<file path="config.mk">
export PLATFORM = sky130hd
export DESIGN_NAME = swg_reset_seq
export DESIGN_NICKNAME = d
export VERILOG_FILES = /design/src/rtl/swg_reset_seq.sv
export SDC_FILE = /design/constraint.sdc
export NUM_CORES = 1
export LEC_CHECK = 0
export BUFFER_PORTS_ARGS = -buffer_cell sky130_fd_sc_hd__buf_2
export CAP_MARGIN = 20
export CELL_PAD_IN_SITES_DETAIL_PLACEMENT = 0
export CELL_PAD_IN_SITES_GLOBAL_PLACEMENT = 1
export CORE_MARGIN = 10
export CORE_UTILIZATION = 43
export DETAILED_ROUTE_END_ITERATION = 16
export PLACE_DENSITY = 0.86
export SLEW_MARGIN = 20
export SYNTH_ARGS = -nofsm -noshare
export SYNTH_HDL_FRONTEND = slang
export SYNTH_SLANG_ARGS = --single-unit
</file>
<file path="constraint.sdc">
create_clock -name clk -period 2.7 [get_ports clk]
set_input_delay 0.135 -clock clk [delete_from_list [all_inputs] [get_ports clk]]
set_output_delay 0.135 -clock clk [all_outputs]
set_load 0.02 [all_outputs]
</file>
<file path="src/rtl/swg_reset_seq.sv">
module swg_reset_seq #(
  parameter int NUM_UNITS = 4,
  parameter int PULSE_W = 4,
  parameter int TMO_W = 16,
  parameter logic [TMO_W-1:0] TMO_DEFAULT = 1000,
  parameter int LEN_W = 11,
  parameter int FRAME_SHORT = 1518,
  parameter int FRAME_LONG = 1632
) (
  input  logic                 clk,
  input  logic                 rst_n,
  input  logic                 reg_we,
  input  logic [1:0]           reg_addr,
  input  logic [15:0]          reg_wdata,
  output logic [15:0]          reg_rdata,
  input  logic [NUM_UNITS-1:0] unit_done,
  input  logic                 phy_ack,
  output logic                 unit_rst,
  output logic                 poll_en,
  output logic [1:0]           poll_state,
  output logic                 init_ready,
  output logic [LEN_W-1:0]     frame_max
);

  localparam int CW = (PULSE_W > 1) ? $clog2(PULSE_W) : 1;
  localparam logic [1:0] A_CTRL = 2'd0;
  localparam logic [1:0] A_STAT = 2'd1;
  localparam logic [1:0] A_LIM  = 2'd2;
  localparam logic [1:0] PS_OFF  = 2'b00;
  localparam logic [1:0] PS_INIT = 2'b01;
  localparam logic [1:0] PS_POLL = 2'b11;

  typedef enum logic [1:0] {PH_IDLE, PH_PULSE, PH_WAIT} phase_t;

  phase_t            phase;
  logic [CW-1:0]     pcnt;
  logic [TMO_W-1:0]  tmo_cnt;
  logic [TMO_W-1:0]  tmo_lim;
  logic              tmo_err;
  logic [13:0]       ctrl_low;
  logic              pen;
  logic [1:0]        pstate;

  logic wr_ctrl, start, all_done, finish, busy, tmo_hit, err_clr;

  assign wr_ctrl  = reg_we && (reg_addr == A_CTRL);
  assign busy     = (phase != PH_IDLE);
  assign start    = wr_ctrl && reg_wdata[15] && !busy;
  assign all_done = &unit_done;
  assign finish   = (phase == PH_WAIT) && all_done;
  assign tmo_hit  = busy && (tmo_lim != '0) && (tmo_cnt == tmo_lim - TMO_W'(1)) && !finish;
  assign err_clr  = reg_we && (reg_addr == A_STAT) && reg_wdata[0];

  always_ff @(posedge clk or negedge rst_n) begin
    if (!rst_n) begin
      phase <= PH_PULSE;
      pcnt  <= '0;
    end else begin
      case (phase)
        PH_IDLE:
          if (start) begin
            phase <= PH_PULSE;
            pcnt  <= '0;
          end
        PH_PULSE:
          if (pcnt == CW'(PULSE_W - 1)) phase <= PH_WAIT;
          else pcnt <= pcnt + 1'b1;
        PH_WAIT:
          if (all_done) phase <= PH_IDLE;
        default: phase <= PH_IDLE;
      endcase
    end
  end

  always_ff @(posedge clk or negedge rst_n) begin
    if (!rst_n) tmo_cnt <= '0;
    else if (start) tmo_cnt <= '0;
    else if (busy && (tmo_cnt != '1)) tmo_cnt <= tmo_cnt + 1'b1;
  end

  always_ff @(posedge clk or negedge rst_n) begin
    if (!rst_n) tmo_err <= 1'b0;
    else if (tmo_hit) tmo_err <= 1'b1;
    else if (err_clr) tmo_err <= 1'b0;
  end

  always_ff @(posedge clk or negedge rst_n) begin
    if (!rst_n) begin
      ctrl_low <= '0;
      pen      <= 1'b0;
      tmo_lim  <= TMO_DEFAULT;
    end else begin
      if (wr_ctrl) begin
        ctrl_low <= reg_wdata[13:0];
        pen      <= reg_wdata[14];
      end
      if (reg_we && (reg_addr == A_LIM)) tmo_lim <= reg_wdata[TMO_W-1:0];
    end
  end

  always_ff @(posedge clk or negedge rst_n) begin
    if (!rst_n) pstate <= PS_OFF;
    else if (wr_ctrl && !reg_wdata[14]) pstate <= PS_OFF;
    else if (wr_ctrl && (start || !pen)) pstate <= PS_INIT;
    else if ((pstate == PS_INIT) && init_ready && phy_ack) pstate <= PS_POLL;
  end

  assign unit_rst   = (phase == PH_PULSE);
  assign init_ready = !busy;
  assign poll_en    = pen;
  assign poll_state = pstate;
  assign frame_max  = ctrl_low[10] ? LEN_W'(FRAME_LONG) : LEN_W'(FRAME_SHORT);

  always_comb begin
    case (reg_addr)
      A_CTRL:  reg_rdata = {busy, pen, ctrl_low};
      A_STAT:  reg_rdata = {4'b0, init_ready, 1'b0, pstate, 7'b0, tmo_err};
      A_LIM:   reg_rdata = 16'(tmo_lim);
      default: reg_rdata = 16'h0000;
    endcase
  end

endmodule

</file>
After elaboration in Yosys (flattened, before gate mapping)
Cells that the tools add are included.
{"block": "totals", "reg_bits": 54, "inputBits": 26, "wordCells": 70}
{"block": "classes", "n_mux": 16, "eq_ne": 12, "add_sub_neg": 3, "reduce_logical": 31}
{"op": "$pmux 16 s3", "count": 1}
{"op": "$mux 16", "count": 2}
{"op": "$add 16x1->16 const B", "count": 1}
{"op": "$eq 16x16->1", "count": 1}
{"op": "$mux 2", "count": 8}
{"op": "$ne 16x16->1 const B", "count": 1}
{"op": "$reduce_bool 16->1", "count": 1}
{"op": "$sub 16x1->16 const B", "count": 1}
{"op": "$logic_and 1x1->1", "count": 15}
{"op": "$mux 10", "count": 1}
{"op": "$reduce_bool 2->1", "count": 4}
{"op": "$eq 2x1->1 const B", "count": 3}
{"op": "$eq 2x2->1 const B", "count": 3}
{"op": "$ne 2x2->1 const B", "count": 3}
{"op": "$pmux 2 s3", "count": 1}
{"op": "$reduce_and 3->1", "count": 2}
{"op": "$logic_not 1->1", "count": 4}
{"op": "$logic_not 2->1", "count": 2}
{"op": "$pmux 2 s2", "count": 1}
{"op": "$reduce_and 4->1", "count": 1}
{"op": "$reduce_bool 3->1", "count": 1}
{"op": "$add 2x1->2 const B", "count": 1}
{"op": "$mux 1", "count": 2}
{"op": "$ne 2x1->1 const B", "count": 1}
{"op": "$logic_or 1x1->1", "count": 1}

Longest topological paths before layout
Gate-level depths: netlist of the first run.
{"block": "logic_depth", "ltp_word": 8, "depth_mapped": 9, "mapped_depth_nobuf": 8}

Worst setup path before layout of the first run
Ideal clock, no wire load.
{"block": "synth_path", "kind": "register -> register", "start": "register tmo_lim[0]", "end": "register tmo_err", "synth_period_minus_slack_ns": 2.083, "stages_incl_launch_ff": 10, "arrival_time_ns": 1.988, "slack_ns": 0.617, "n_path_buf": 1, "required_time_ns": 2.605, "path_cell_list": "dfrtp_1 -> buf_6 -> inv_1 -> ha_1 -> xor2_1 -> nand2_1 -> or4_1 -> nor4_1 -> o311ai_1 -> o31ai_1"}
{"block": "synth_between", "elab_chain_len": 5}
{"item": "start, declared", "line_no": "38", "rtl": "logic [TMO_W-1:0] tmo_lim;"}
{"item": "start signal, assigned", "line_no": "97", "rtl": "if (reg_we && (reg_addr == A_LIM)) tmo_lim <= reg_wdata[TMO_W-1:0];"}
{"item": "$sub 16x1->16 or $reduce_bool 16->1 (tied branches)", "line_no": "51", "rtl": "assign tmo_hit = busy && (tmo_lim != '0) && (tmo_cnt == tmo_lim - TMO_W'(1)) && !finish;"}
{"item": "$eq 16x16->1 or $logic_and 1x1->1 (tied branches)", "line_no": "51"}
{"item": "$logic_and 1x1->1 (*) (2 in a row)", "line_no": "51"}
{"item": "$mux 1 or $reduce_bool 2->1 (tied branches)"}
{"item": "end signal, assigned", "line_no": "82", "rtl": "if (!rst_n) tmo_err <= 1'b0;"}
{"item": "end signal, assigned", "line_no": "83", "rtl": "else if (tmo_hit) tmo_err <= 1'b1;"}
{"item": "end signal, assigned", "line_no": "84", "rtl": "else if (err_clr) tmo_err <= 1'b0;"}
{"item": "end, declared", "line_no": "39", "rtl": "logic tmo_err;"}
Every way passes the cells marked *; elsewhere a longest branch is shown, timed or not.
A chain may end at the register's enable or synchronous reset.

Final worst setup path of the first run
Same ends and word-level chain as after synthesis.

==> flow_results.org, run 1 <==
** Worst setup path
- For the worst setup path, the data required time is 2.92 ns.
- Crit Reg-Reg Startpoint :: tmo_lim[0]$_DFFE_PN0P_
- Largest delay contributor family on the critical path :: simple AND/OR/NAND/NOR gates
- The worst setup path is launched from a flip-flop.
- Counting both buffers and inverters, the worst setup path holds a total of 1.
- The setup path with the least slack is of type flip-flop to flip-flop.
- CP arrival :: 2.59 ns
- Highest-delay cell along the critical path :: dfrtp_1
- The worst setup path is captured at a flip-flop.
- The critical path goes through inv_1, ha_1, xor2_1, nand2_1, or4_1, nor4_1, o311ai_1, o31ai_1.
- Worst-path fanout max :: 8
- Worst setup path startpoint :: tmo_lim[0]$_DFFE_PN0P_
- Slowest cell delay on critical path :: 0.50 ns

** Die
- The floorplan step defined a die boundary enclosing 11500 µm².
- Initial core utilization :: 0.447
- The die is 107 µm tall.
- In this run the core area contains 31 standard-cell rows.
- X dimension of the die :: 107 µm
- After floorplanning, the core was sized to cover 7290 µm².
- 58 I/O pins were placed.

** Clock tree
- Num Clock Sinks :: 54
- Buffers inserted during clock tree synthesis total 5.
- Clock latency on the worst-skew pair, taken at its later pin, is 0.31 ns.
- Clock-pin slew was measured on the worst setup and hold paths at 0.10 ns.
- Buffers inserted during post-CTS setup optimization :: 0
- CTS Buffer Depth :: 2
- # H-tree levels :: 2
- TritonCTS built the clock tree.
- The tree is rooted in a clkbuf_8.

** Power and ir drop
- Of the total power, the share spent switching nets is 0.409.
- Power share of the combinational group :: 0.382
- Summed over all nets, the switching power comes to 0.00119 W.
- The share of total power dissipated in the clock network is 0.156.
- The worst-case IR drop observed on VDD is 0.460 mV.
- Of the total power, registers draw 0.462.
- The analysis attributes to cell leakage a power of 1.62 nW.
- For this design the ratio of total power to cell area is 796 nW/µm².
- Internal Dissipation :: 0.00172 W

** Placed design
- HPWL Detailed :: 6010 µm
- Port buffering added 52 buffers.
- Placed instance area :: 3560 µm²
- Routability-driven placement congestion ratio :: 0.887

** Final layout
- Area growth, synth to finish :: 12.3%
- Antenna Cells :: 0
- With fillers left out, the area of the finished cells amounts to 3660 µm².
- Layout cell share with drive strength beyond 1 :: 0.301
- For this run, the post-layout net count is 410.

** Synthesis
- After technology mapping, the gate count stands at 333.
- Summing every instance area after synthesis gives 3260 µm².
- Proportion of synthesized chip area in sequential cells :: 0.417
- Async SR Flop Fraction :: 1.00
- Number of enable flip-flop cells after synthesis :: 0
- Count of synthesis-stage warnings from yosys :: 0
- Among all flip-flop cells after synthesis, the most frequent one is dfrtp_1.
- Average cell area after synthesis :: 9.78 µm²
- Register bit count reported by yosys :: 54
- Number of unique standard cell types used by synthesis :: 53

** Timing
- Setup repair after global routing left no endpoint under its margin.
- Period minus WS final :: 2.37 ns
- Sum of negative setup slack :: 0 ns
- The final-report max-slew violation count is 0.
- The count of endpoints failing hold in the final timing report was 0.
- Setup violations remaining at the end of the flow were counted as 0.
- Static timing analysis puts the maximum clock frequency at 0.422 GHz.
- Worst Skew :: 0.00863 ns
- Headroom to the max-slew limit :: 0.543
- For the pin with the worst max-slew slack, the measured transition is 0.685 ns.
- In the finished design, the share of the clock period the worst path needs comes to 0.877.

** GRT
- Maximum number of pins on one net before global-route repair :: 55
- Overall Global Routing Usage :: 0.141
- Congestion Overflow GR :: 0
- The via count of the first global-routing pass was 2666.
- Initial antenna violation count :: 0
- The first global-routing pass estimated 13400 µm of wire.

** Hold path
- Start point of the worst min-delay path :: reg_wdata[10]
- Kind of path behind the tightest hold check :: input pin to flip-flop

** Routing
- Routed WL per cell :: 16.5 µm
- Using the TritonRoute via totals, the vias-per-cell ratio works out to 5.41.
- Total wire length after detailed routing :: 7940 µm
- Violation count after the first detailed-route iteration :: 124
- In this run the remaining antenna-violating nets after routing total 0.
- Vias after detailed routing :: 2604
- Pre-antenna DRT Iters :: 4
- DRC violation count after routing :: 0

** Job
- Maximum Capacitance Violations :: 0

** Outcome
- The run finished with clean final reports.
## per-stage QoR
stage | instances | total power, W | hold slack (ns) | worst slack [ns] | utilization
after floorplan | 336 | 0.00214 | -0.161 | 0.617 | -
after global placement | 472 | 0.00244 | 0.303 | 0.506 | 0.489
after detailed placement | 472 | 0.00247 | 0.309 | 0.393 | 0.489
after CTS | 481 | 0.00292 | 0.0385 | 0.326 | 0.502
after global routing | 481 | 0.00313 | 0.0648 | 0.146 | 0.502
final | 481 | 0.00291 | 0.0413 | 0.332 | 0.502
## synth_stat cells (all sizes together), types with 2 or more instances
cell	number	share of area
dfrtp	47	0.36
nor2	38	0.044
mux2	31	0.11
nand2	24	0.028
buf	18	0.037
mux2i	17	0.052
nand3	14	0.022
xnor2	14	0.038
xor2	14	0.038
o21ai	13	0.020
a21oi	12	0.018
nor3	10	0.020
inv	9	0.010
dfstp	7	0.056
nand4	7	0.013
nor4	6	0.016
clkbuf	5	0.0088
nand2b	5	0.0096
or3	5	0.010
a211oi	3	0.0069
a31oi	3	0.0058
ha	3	0.012
or4	3	0.0081
and4	2	0.0054
conb	2	0.0023
nor2b	2	0.0038
or2	2	0.0038
or3b	2	0.0054
## timing repair
action,in CTS,in global routing
hold buffers,1,0
resized for setup,0,0
endpoints found under the hold margin,47,0
## logic make-up after synthesis
logic type | count (synthesis) | share of synthesized area
buffers and inverters | 32 | 0.0561
other | 2 | 0.00231
flip-flops | 54 | 0.417
adder cells (fa/ha/maj) | 3 | 0.0115
AND/OR/NAND/NOR | 126 | 0.204
XOR/XNOR | 28 | 0.0753
multiplexers | 48 | 0.159
AO/OA/AOI/OAI | 40 | 0.0741
## power groups by stage
stage / clock network, W / logic (W) / registers (W)
2_1_floorplan: 0 / 0.000873 / 0.00127
4_1_cts: 0.000462 / 0.00112 / 0.00134
5_1_grt: 0.000490 / 0.00125 / 0.00139
3_3_place_gp: 0 / 0.00110 / 0.00135
6_report: 0.000453 / 0.00111 / 0.00135
3_5_place_dp: 0 / 0.00111 / 0.00136
## layout by cell type (no fill, tap or decap), types with 3 or more instances in the layout
master and n:
nand3_1 14, nor3_1 8, mux2_2 31, clkbuf_8 5
a211oi_1 3, dfrtp_1 47, buf_4 8, xnor2_1 14
a31oi_1 3, nand4_1 7, or3_1 4, ha_1 3
nor2_1 38, nand2b_1 5, xor2_1 14, inv_1 9
mux2i_1 17, nand2_1 24, o21ai_0 13, buf_2 52
a21oi_1 12, nor4_1 5, dfstp_2 7, conb_1 5
## worst register-to-register path, stage by stage, from the launching register on
cell and delay [ns]:
dfrtp_1 0.50, inv_1 0.08, ha_1 0.31, xor2_1 0.14, nand2_1 0.06, or4_1 0.47, nor4_1 0.32, o311ai_1 0.15
o31ai_1 0.25
## layer usage
| metal | up-vias | GRT usage | part of all wire |
|---|---|---|---|
| li1 | 1252 | - | - |
| met1 | 1280 | 0.191 | 0.49 |
| met2 | 65 | 0.223 | 0.47 |
| met3 | 7 | 0.0263 | 0.038 |
| met4 | 0 | 0.0377 | 0.010 |
| met5 | - | 0 | 0 |
## registers in the layout, summed over array words and instances, names as in the netlist
name / flops
tmo_err: 1
tmo_lim: 16
pcnt: 2
poll_state: 2
poll_en: 1
ctrl_low: 14
phase: 2
tmo_cnt: 16
## final timing paths
kind                                             to  slack [ns]  depth (start not counted)
setup / recovery                tmo_err$_DFFE_PN0P_        0.33                          8
hold / removal             ctrl_low[10]$_DFFE_PN0P_        0.04                          3
setup reg to reg                tmo_err$_DFFE_PN0P_        0.33                          8
min in group asynchronous  ctrl_low[13]$_DFFE_PN0P_        0.48                          3
hold reg to reg                 pcnt[1]$_DFFE_PN0P_        0.50                          2
max in group asynchronous    tmo_cnt[7]$_DFFE_PN0P_        1.75                          3
## area by class of cell
cell class              instances  area, µm²
clock inverters                 1       7.51
flip-flops and latches         54       1360
fillers                       729       3630
multi-input cells             250       1730
well taps                      99        124
inverters                       9       33.8
clock buffers                   7       76.3
repair buffers                 61        330
Note: power is estimated with default switching activity, not from simulation.
==> run 2: changes to the inputs <==
- CTS_BUF_LIST: default -> sky130_fd_sc_hd__clkbuf_8 sky130_fd_sc_hd__clkbuf_16
==> run 2 against run 1 <==
Effect of this change:
- power fell by 0.63%
- core utilization did not move
- largest cell class unchanged
- sequential cell count did not move
- count of clock-buffer cells in the layout fell by 2
- non-clock buffer count did not move
- final area did not move
==> flow_results.org, run 2 (synthesized netlist as in run 1, its figures left out) <==
** Outcome
- The run finished with clean final reports.

** Clock tree
- TritonCTS built the clock tree.
- Clk slew on worst S/H paths :: 0.10 ns (about the same)
- The number of buffers created by CTS is 5 (unchanged).
- The post-cts sizing count is 0 (unchanged).
- The source-to-sink clock delay at the later pin of the worst-skew pair is 0.31 ns (about the same).
- # H-tree levels :: 2 (unchanged)
- In this run the clock root is driven by a clkbuf_8.
- Num Clock Sinks :: 54 (unchanged)
- The number of buffers on the longest clock path came to 2 (unchanged).

** GRT
- Congestion Overflow GR :: 0 (unchanged)
- Initial antenna violation count :: 0 (unchanged)
- The pin count of the biggest net entering global routing was 55 (unchanged).
- Vias in the first global route :: 2666 (unchanged)
- The combined global-route utilization of all metal layers came to 0.141 (unchanged).
- Global-route wire length before repair :: 13400 µm (unchanged)

** Power and ir drop
- The share of power burned in registers is 0.465 (+0.003).
- Sw Ratio :: 0.408 (-0.00114)
- Fraction of power consumed by the clock network :: 0.151 (-0.005)
- Power share of the combinational group :: 0.384 (+0.002)
- The peak supply drop came to 0.459 mV (-0.25%).
- The total leakage power came to 1.63 nW (+0.51%).
- Power density over the cells :: 791 nW/µm² (-0.63%)
- The cell-internal power is 0.00171 W (-0.44%).
- The net load switching power is 0.00118 W (-0.91%).

** Timing
- The final-report max-slew violation count came to 0 (unchanged).
- Final setup violation count :: 0 (unchanged)
- The upper clock frequency limit is 0.424 GHz (+0.44%).
- Worst-margin pin slew :: 0.686 ns (+0.00131 ns)
- The aggregate negative setup slack is 0 ns (unchanged).
- The normalized max-slew margin came to 0.542 (-0.000871).
- Setup repair after global routing missed its margin :: false
- The maximum clock skew at final layout came to 0.00739 ns (-0.00124 ns).
- The hold slack came to 0.0420 ns (+0.000689 ns).
- Period minus WS final :: 2.36 ns (-0.0105 ns)
- The final clock period utilization by the worst path was 0.873 (-0.00387).
- The count of endpoints failing hold in the final timing report is 0 (unchanged).

** Die
- Core footprint :: 7290 µm² (unchanged)
- The width of the die is 107 µm (unchanged).
- Die area :: 11500 µm² (unchanged)
- The total I/O pin count was 58 (unchanged).
- Initial core utilization :: 0.447 (unchanged)
- The chip height came to 107 µm (unchanged).
- The site row count is 31 (unchanged).

** Final layout
- Most common library cell in the layout ignoring fill and taps :: buf_2
- In the final layout, the registers with the most flip-flops are tmo_cnt: 16 flops, tmo_lim: 16 flops, ctrl_low: 14 flops.
- The relative area change from synthesis to final layout is 12.3% (unchanged).
- The final antenna diode count was 0 (unchanged).
- Most used cells in the layout excluding fill and tap cells :: 52 x buf_2, 47 x dfrtp_1, 38 x nor2_1
- Count of fill cells added during filler insertion :: 729 (unchanged)
- Number of nets in the layout :: 410 (unchanged)
- The fraction of layout cells with a size suffix above 1 came to 0.301 (unchanged).

** Worst setup path
- Kind of capture point of the worst setup path :: flip-flop
- The worst setup path is launched from a flip-flop.
- The arrival time reported for the critical path endpoint was 2.58 ns (about the same).
- The critical path in this run is classified as flip-flop to flip-flop.
- Worst endpoint required time :: 2.92 ns (about the same)
- The largest fanout of any net on the critical path came to 8 (unchanged).

** Routing
- The number of DRC violations after detailed routing came to 0 (unchanged).
- Pre-antenna DRT Iters :: 4 (unchanged)
- The average wire per cell in the routed design came to 16.4 µm (-0.45%).
- Total wire length after detailed routing :: 7900 µm (-0.45%)
- The total number of vias came to 2590 (-0.54%).
- The number of nets still failing antenna checks after routing came to 0 (unchanged).
- Mean number of vias per cell :: 5.38 (-0.54%)
- The DRC violation total after the first TritonRoute iteration is 123 (-0.81%).

** Placed design
- The weighted congestion at the end of routability-driven global placement was 0.887 (unchanged).
- The estimated wirelength of the detail-placed design came to 6010 µm (unchanged).
- The quantity of I/O buffers inserted on ports is 52 (unchanged).

** Job
- The max-cap violation count is 0 (unchanged).

** Hold path
- Kind of path behind the tightest hold check :: input pin to flip-flop
run 2: cell types whose count changed in the layout (fill, tap and decap cells not counted):
| cell | before | now |
|---|---|---|
| clkbuf_1 | 2 | 0 |
| inv_1 | 9 | 11 |
run 2: metrics by stage:
| step | util | power [W] | setup WS, ns | instances | cell area (µm²) |
|---|---|---|---|---|---|
| floorplan | - | 0.00214 | 0.617 | 336 | 3270 |
| CTS | 0.502 | 0.00292 | 0.326 | 481 | 3660 |
| global placement | 0.489 | 0.00244 | 0.506 | 472 | 3560 |
| detailed placement | 0.489 | 0.00247 | 0.393 | 472 | 3560 |
| global route | 0.502 | 0.00312 | 0.145 | 481 | 3660 |
| finish | 0.502 | 0.00289 | 0.343 | 481 | 3660 |
run 2: critical path, stage by stage (launching register included):
cell and delay (ns):
dfrtp_1 0.50, inv_1 0.08, ha_1 0.30, xor2_1 0.14
nand2_1 0.06, or4_1 0.47, nor4_1 0.32, o311ai_1 0.15
o31ai_1 0.25
run 2: path summary, 6_finish.rpt:
check | end | slack, ns | cells after the start | from
min reg2reg | pcnt[1]$_DFFE_PN0P_ | 0.49 | 2 | pcnt[1]$_DFFE_PN0P_
min | ctrl_low[10]$_DFFE_PN0P_ | 0.04 | 3 | reg_wdata[10]
max | tmo_err$_DFFE_PN0P_ | 0.34 | 8 | tmo_lim[0]$_DFFE_PN0P_
min in group asynchronous | ctrl_low[13]$_DFFE_PN0P_ | 0.49 | 3 | rst_n
max in group asynchronous | tmo_cnt[7]$_DFFE_PN0P_ | 1.75 | 3 | rst_n
max reg2reg | tmo_err$_DFFE_PN0P_ | 0.34 | 8 | tmo_lim[0]$_DFFE_PN0P_
run 2: layout make-up:
class / instances / area, µm² / area share
Inverter: 9 / 33.8 / 0.00923
Tap cell: 99 / 124 / 0.0339
Sequential cell: 54 / 1360 / 0.372
Timing Repair Buffer: 61 / 330 / 0.0903
Multi-Input combinational cell: 250 / 1730 / 0.472
Clock inverter: 3 / 15.0 / 0.00410
Clock buffer: 5 / 68.8 / 0.0188
run 2: routing by layer:
metal	vias to the layer above	part of all wire	global-route usage
li1	1252	-	-
met1	1273	0.47	0.191
met2	60	0.47	0.223
met3	5	0.045	0.0263
met4	0	0.0087	0.0377
met5	-	0	0
run 2: power by group through the flow:
stage	combinational, W	clock, W	sequential, W
2_1_floorplan	0.000873	0	0.00127
5_1_grt	0.00125	0.000483	0.00139
4_1_cts	0.00112	0.000454	0.00134
3_3_place_gp	0.00110	0	0.00135
3_5_place_dp	0.00111	0	0.00136
6_report	0.00111	0.000437	0.00134
run 2: timing repair:
| action | 4_1_cts | 5_1_grt |
|---|---|---|
| endpoints found under the hold margin | 47 | 0 |
| hold buffers | 1 | 0 |
| buffers inserted | 0 | 0 |
==> run 3: changes to the inputs <==
- CORE_UTILIZATION: 43 -> 46
- PLACE_DENSITY: 0.86 -> 0.91
- clock period: 2.7 -> 3 ns (I/O delays scaled with it)
==> run 3 against run 2 <==
Effect of this change:
- sequential share of layout area is 0.13 points higher
- clock power increased by 4.6%
- critical path depth did not move
- via count down 2.0%
- fmax rose by 2.8%
- critical path type unchanged
- core utilization is 3.2 points higher
- final area decreased by 0.34%
- sequential power decreased by 9%
- global-route usage down 0.52 points
- worst setup slack better by 0.36 ns
- die area down 5.3%
==> flow_results.org, run 3 (synthesized netlist as in run 1, its figures left out) <==
** Routing
- Vias after detailed routing :: 2538 (-2.0%)
- The DRC violation total after the first TritonRoute iteration was 92 (-25%).
- The number of nets still failing antenna checks after routing is 0 (unchanged).
- Mean number of vias per cell :: 5.35 (-0.56%)
- The number of DRC violations after detailed routing is 0 (unchanged).
- Routed WL per cell :: 15.8 µm (-3.8%)
- The aggregate routed wire length is 7490 µm (-5.2%).
- The total iterations of the first detailed-routing run came to 4 (unchanged).

** Worst setup path
- The minimum setup slack among reg-to-reg paths was 0.71 ns (+0.36 ns).
- Cell-by-cell listing of the critical path :: inv_1, ha_1, xor2_1, nand2_1, or4_1, nor4_1, o311ai_1, o31ai_1
- The largest fanout of any net on the critical path was 8 (unchanged).
- Crit Reg-Reg Startpoint :: tmo_lim[0]$_DFFE_PN0P_
- FF-to-FF End :: tmo_err$_DFFE_PN0P_
- Worst r2r path cells :: 8 (unchanged)
- In this design, the largest share of critical-path delay is due to simple AND/OR/NAND/NOR gates.
- The worst setup path is captured at a flip-flop.
- The critical path data required time is 3.23 ns (+0.31 ns).
- The largest individual stage delay along the critical path comes from the cell dfrtp_1.
- The number of buffers and inverters on the critical path is 1 (unchanged).
- Startpoint type of the worst setup path :: flip-flop
- The arrival time reported for the critical path endpoint is 2.52 ns (-0.06 ns).
- Crit path kind :: flip-flop to flip-flop
- The biggest cell delay along the critical path came to 0.50 ns (about the same).

** Die
- I/O pin count :: 58 (unchanged)
- Die area :: 10800 µm² (-5.3%)
- Initial core utilization :: 0.477 (+0.0301)
- The core outline area was 6830 µm² (-6.3%).
- The chip height was 104 µm (-2.7%).
- X dimension of the die :: 104 µm (-2.7%)
- Number of rows in the core area :: 30 (-3.2%)

** Timing
- The upper clock frequency limit was 0.436 GHz (+2.8%).
- Period minus WS final :: 2.29 ns (-0.0639 ns)
- Setup repair after global routing left no endpoint under its margin.
- The normalized max-slew margin is 0.422 (-0.121).
- The hold slack was 0.0634 ns (+0.0214 ns).
- The pin slew with the least headroom to its limit is 0.867 ns (+0.181 ns).
- Post-route clock period utilization :: 0.764 (-0.109)
- Worst setup margin :: 0.707 ns (+0.364 ns)
- Worst Skew :: 0.00860 ns (+0.00121 ns)
- The aggregate negative setup slack came to 0 ns (unchanged).
- The number of setup violations in the final report came to 0 (unchanged).
- The final-report max-slew violation count was 0 (unchanged).
- Final Hold Fails :: 0 (unchanged)

** Placed design
- The estimated wirelength of the detail-placed design was 5830 µm (-3.1%).
- Routability-driven placement congestion ratio :: 0.830 (-6.4%)
- The area after detailed placement came to 3530 µm² (-0.95%).
- Count of input and output buffers :: 52 (unchanged)
- Pre-CTS WS :: 0.760 ns (+0.366 ns)

** Power and ir drop
- Leakage power summed over all cells :: 1.62 nW (-0.66%)
- Internal Dissipation :: 0.00158 W (-7.9%)
- The peak supply drop is 0.426 mV (-7.3%).
- Fraction of power consumed by the clock network :: 0.174 (+0.023)
- Overall Power :: 0.00263 W (-9.1%)
- The share of power burned in registers is 0.463 (-0.002).
- Switching power of the nets :: 0.00105 W (-11%)
- The power share of the combinational group came to 0.363 (-0.021).
- The areal power density over the cells was 722 nW/µm² (-8.7%).
- The proportion of total power due to net switching was 0.400 (-0.00767).

** Clock tree
- Cts hold-fix bufs :: 1 (unchanged)
- The number of levels in the clock H-tree is 2 (unchanged).
- TritonCTS clock tree :: done
- The number of buffers created by CTS came to 5 (unchanged).
- Buffers inserted during post-CTS setup optimization :: 0 (unchanged)
- Cell chosen for the clock root :: clkbuf_8
- Clock latency of the later-clocked register in the worst-skew pair :: 0.31 ns (about the same)
- The count of clock tree sinks was 54 (unchanged).
- Clk slew on worst S/H paths :: 0.10 ns (about the same)
- The post-cts sizing count is 0 (unchanged).
- The number of buffers on the longest clock path is 2 (unchanged).

** GRT
- Overall Global Routing Usage :: 0.135 (-0.00523)
- The number of antenna violations at the first check in global routing is 0 (unchanged).
- Maximum number of pins on one net before global-route repair :: 40 (-27%)
- Congestion Overflow GR :: 0 (unchanged)
- The via count of the first global-routing pass came to 2580 (-3.2%).
- The global-route wire length before repair is 12500 µm (-6.9%).

** Final layout
- The number of filler instances in the final layout is 655 (-10%).
- Top Registers :: tmo_cnt: 16 flops, tmo_lim: 16 flops, ctrl_low: 14 flops
- In the layout the commonest cells are 52 x buf_2, 47 x dfrtp_1, 38 x nor2_1.
- The number of nets in the finished design came to 406 (-0.98%).
- The library cell used most frequently in the layout, excluding fill and tap cells, is buf_2.
- Layout cell share with drive strength beyond 1 :: 0.299 (-0.00211)
- The area growth from synthesis to layout is 11.9%.
- Antenna Cells :: 0 (unchanged)
- Final standard cell area without fillers :: 3650 µm² (-0.34%)

** Hold path
- Start point of the worst min-delay path :: reg_wdata[10]
- For hold timing, the worst endpoint is ctrl_low[10]$_DFFE_PN0P_.
- Kind of path behind the tightest hold check :: input pin to flip-flop
- Number of cells on the worst hold path :: 3 (unchanged)

** Job
- Maximum Capacitance Violations :: 0 (unchanged)

** Outcome
- The run finished with clean final reports.
==> run 3: changes by cell type in the layout (fill, tap and decap cells not counted) <==
cell        delta
buf_4          -4
clkbuf_8       +2
inv_1          -2
clkinv_4       +1
clkinvlp_4     -1
==> run 3: power by group through the flow <==
stage | clock network [W] | registers [W] | logic (W)
4_1_cts | 0.000469 | 0.00122 | 0.000966
2_1_floorplan | 0 | 0.00114 | 0.000786
3_3_place_gp | 0 | 0.00122 | 0.000944
6_report | 0.000457 | 0.00122 | 0.000955
3_5_place_dp | 0 | 0.00123 | 0.000962
5_1_grt | 0.000493 | 0.00125 | 0.00107
==> run 3: how the worst max path moves through the flow <==
stage / depth (start not counted) / end / slack, ns / startpoint
6_report: 8 / tmo_err$_DFFE_PN0P_ / 0.71 / tmo_lim[0]$_DFFE_PN0P_
3_3_place_gp: 8 / tmo_err$_DFFE_PN0P_ / 0.80 / tmo_lim[0]$_DFFE_PN0P_
5_1_grt: 8 / tmo_err$_DFFE_PN0P_ / 0.49 / tmo_lim[0]$_DFFE_PN0P_
3_5_place_dp: 8 / tmo_err$_DFFE_PN0P_ / 0.76 / tmo_lim[0]$_DFFE_PN0P_
4_1_cts: 8 / tmo_err$_DFFE_PN0P_ / 0.70 / tmo_lim[0]$_DFFE_PN0P_
2_1_floorplan: 9 / tmo_err$_DFFE_PN0P_ / 0.92 / tmo_lim[0]$_DFFE_PN0P_
==> run 3: cell type report <==
type / instances / area [µm²] / share of cell area
clock buffers: 7 / 96.3 / 0.0264
clock inverters: 1 / 8.76 / 0.00240
inverters: 9 / 33.8 / 0.00927
multi-input cells: 250 / 1730 / 0.474
flip-flops and latches: 54 / 1360 / 0.373
well taps: 96 / 120 / 0.0329
repair buffers: 57 / 300 / 0.0824
==> run 3: worst register-to-register path: stages (launching register included) <==
cell and delay [ns]:
dfrtp_1 0.50, inv_1 0.08, ha_1 0.30, xor2_1 0.13
nand2_1 0.06, or4_1 0.46, nor4_1 0.31, o311ai_1 0.14
o31ai_1 0.24
==> run 3: stage by stage <==
stage	cells	util
finish	474	0.534
global route	474	0.534
CTS	474	0.534
detailed placement	465	0.517
global placement	465	0.517
floorplan	336	-
==> run 3: metal layers <==
metal	wire length, µm	track usage
met2	3740	0.232
met5	0	0
met1	3420	0.168
met4	60	0.0268
met3	267	0.0335
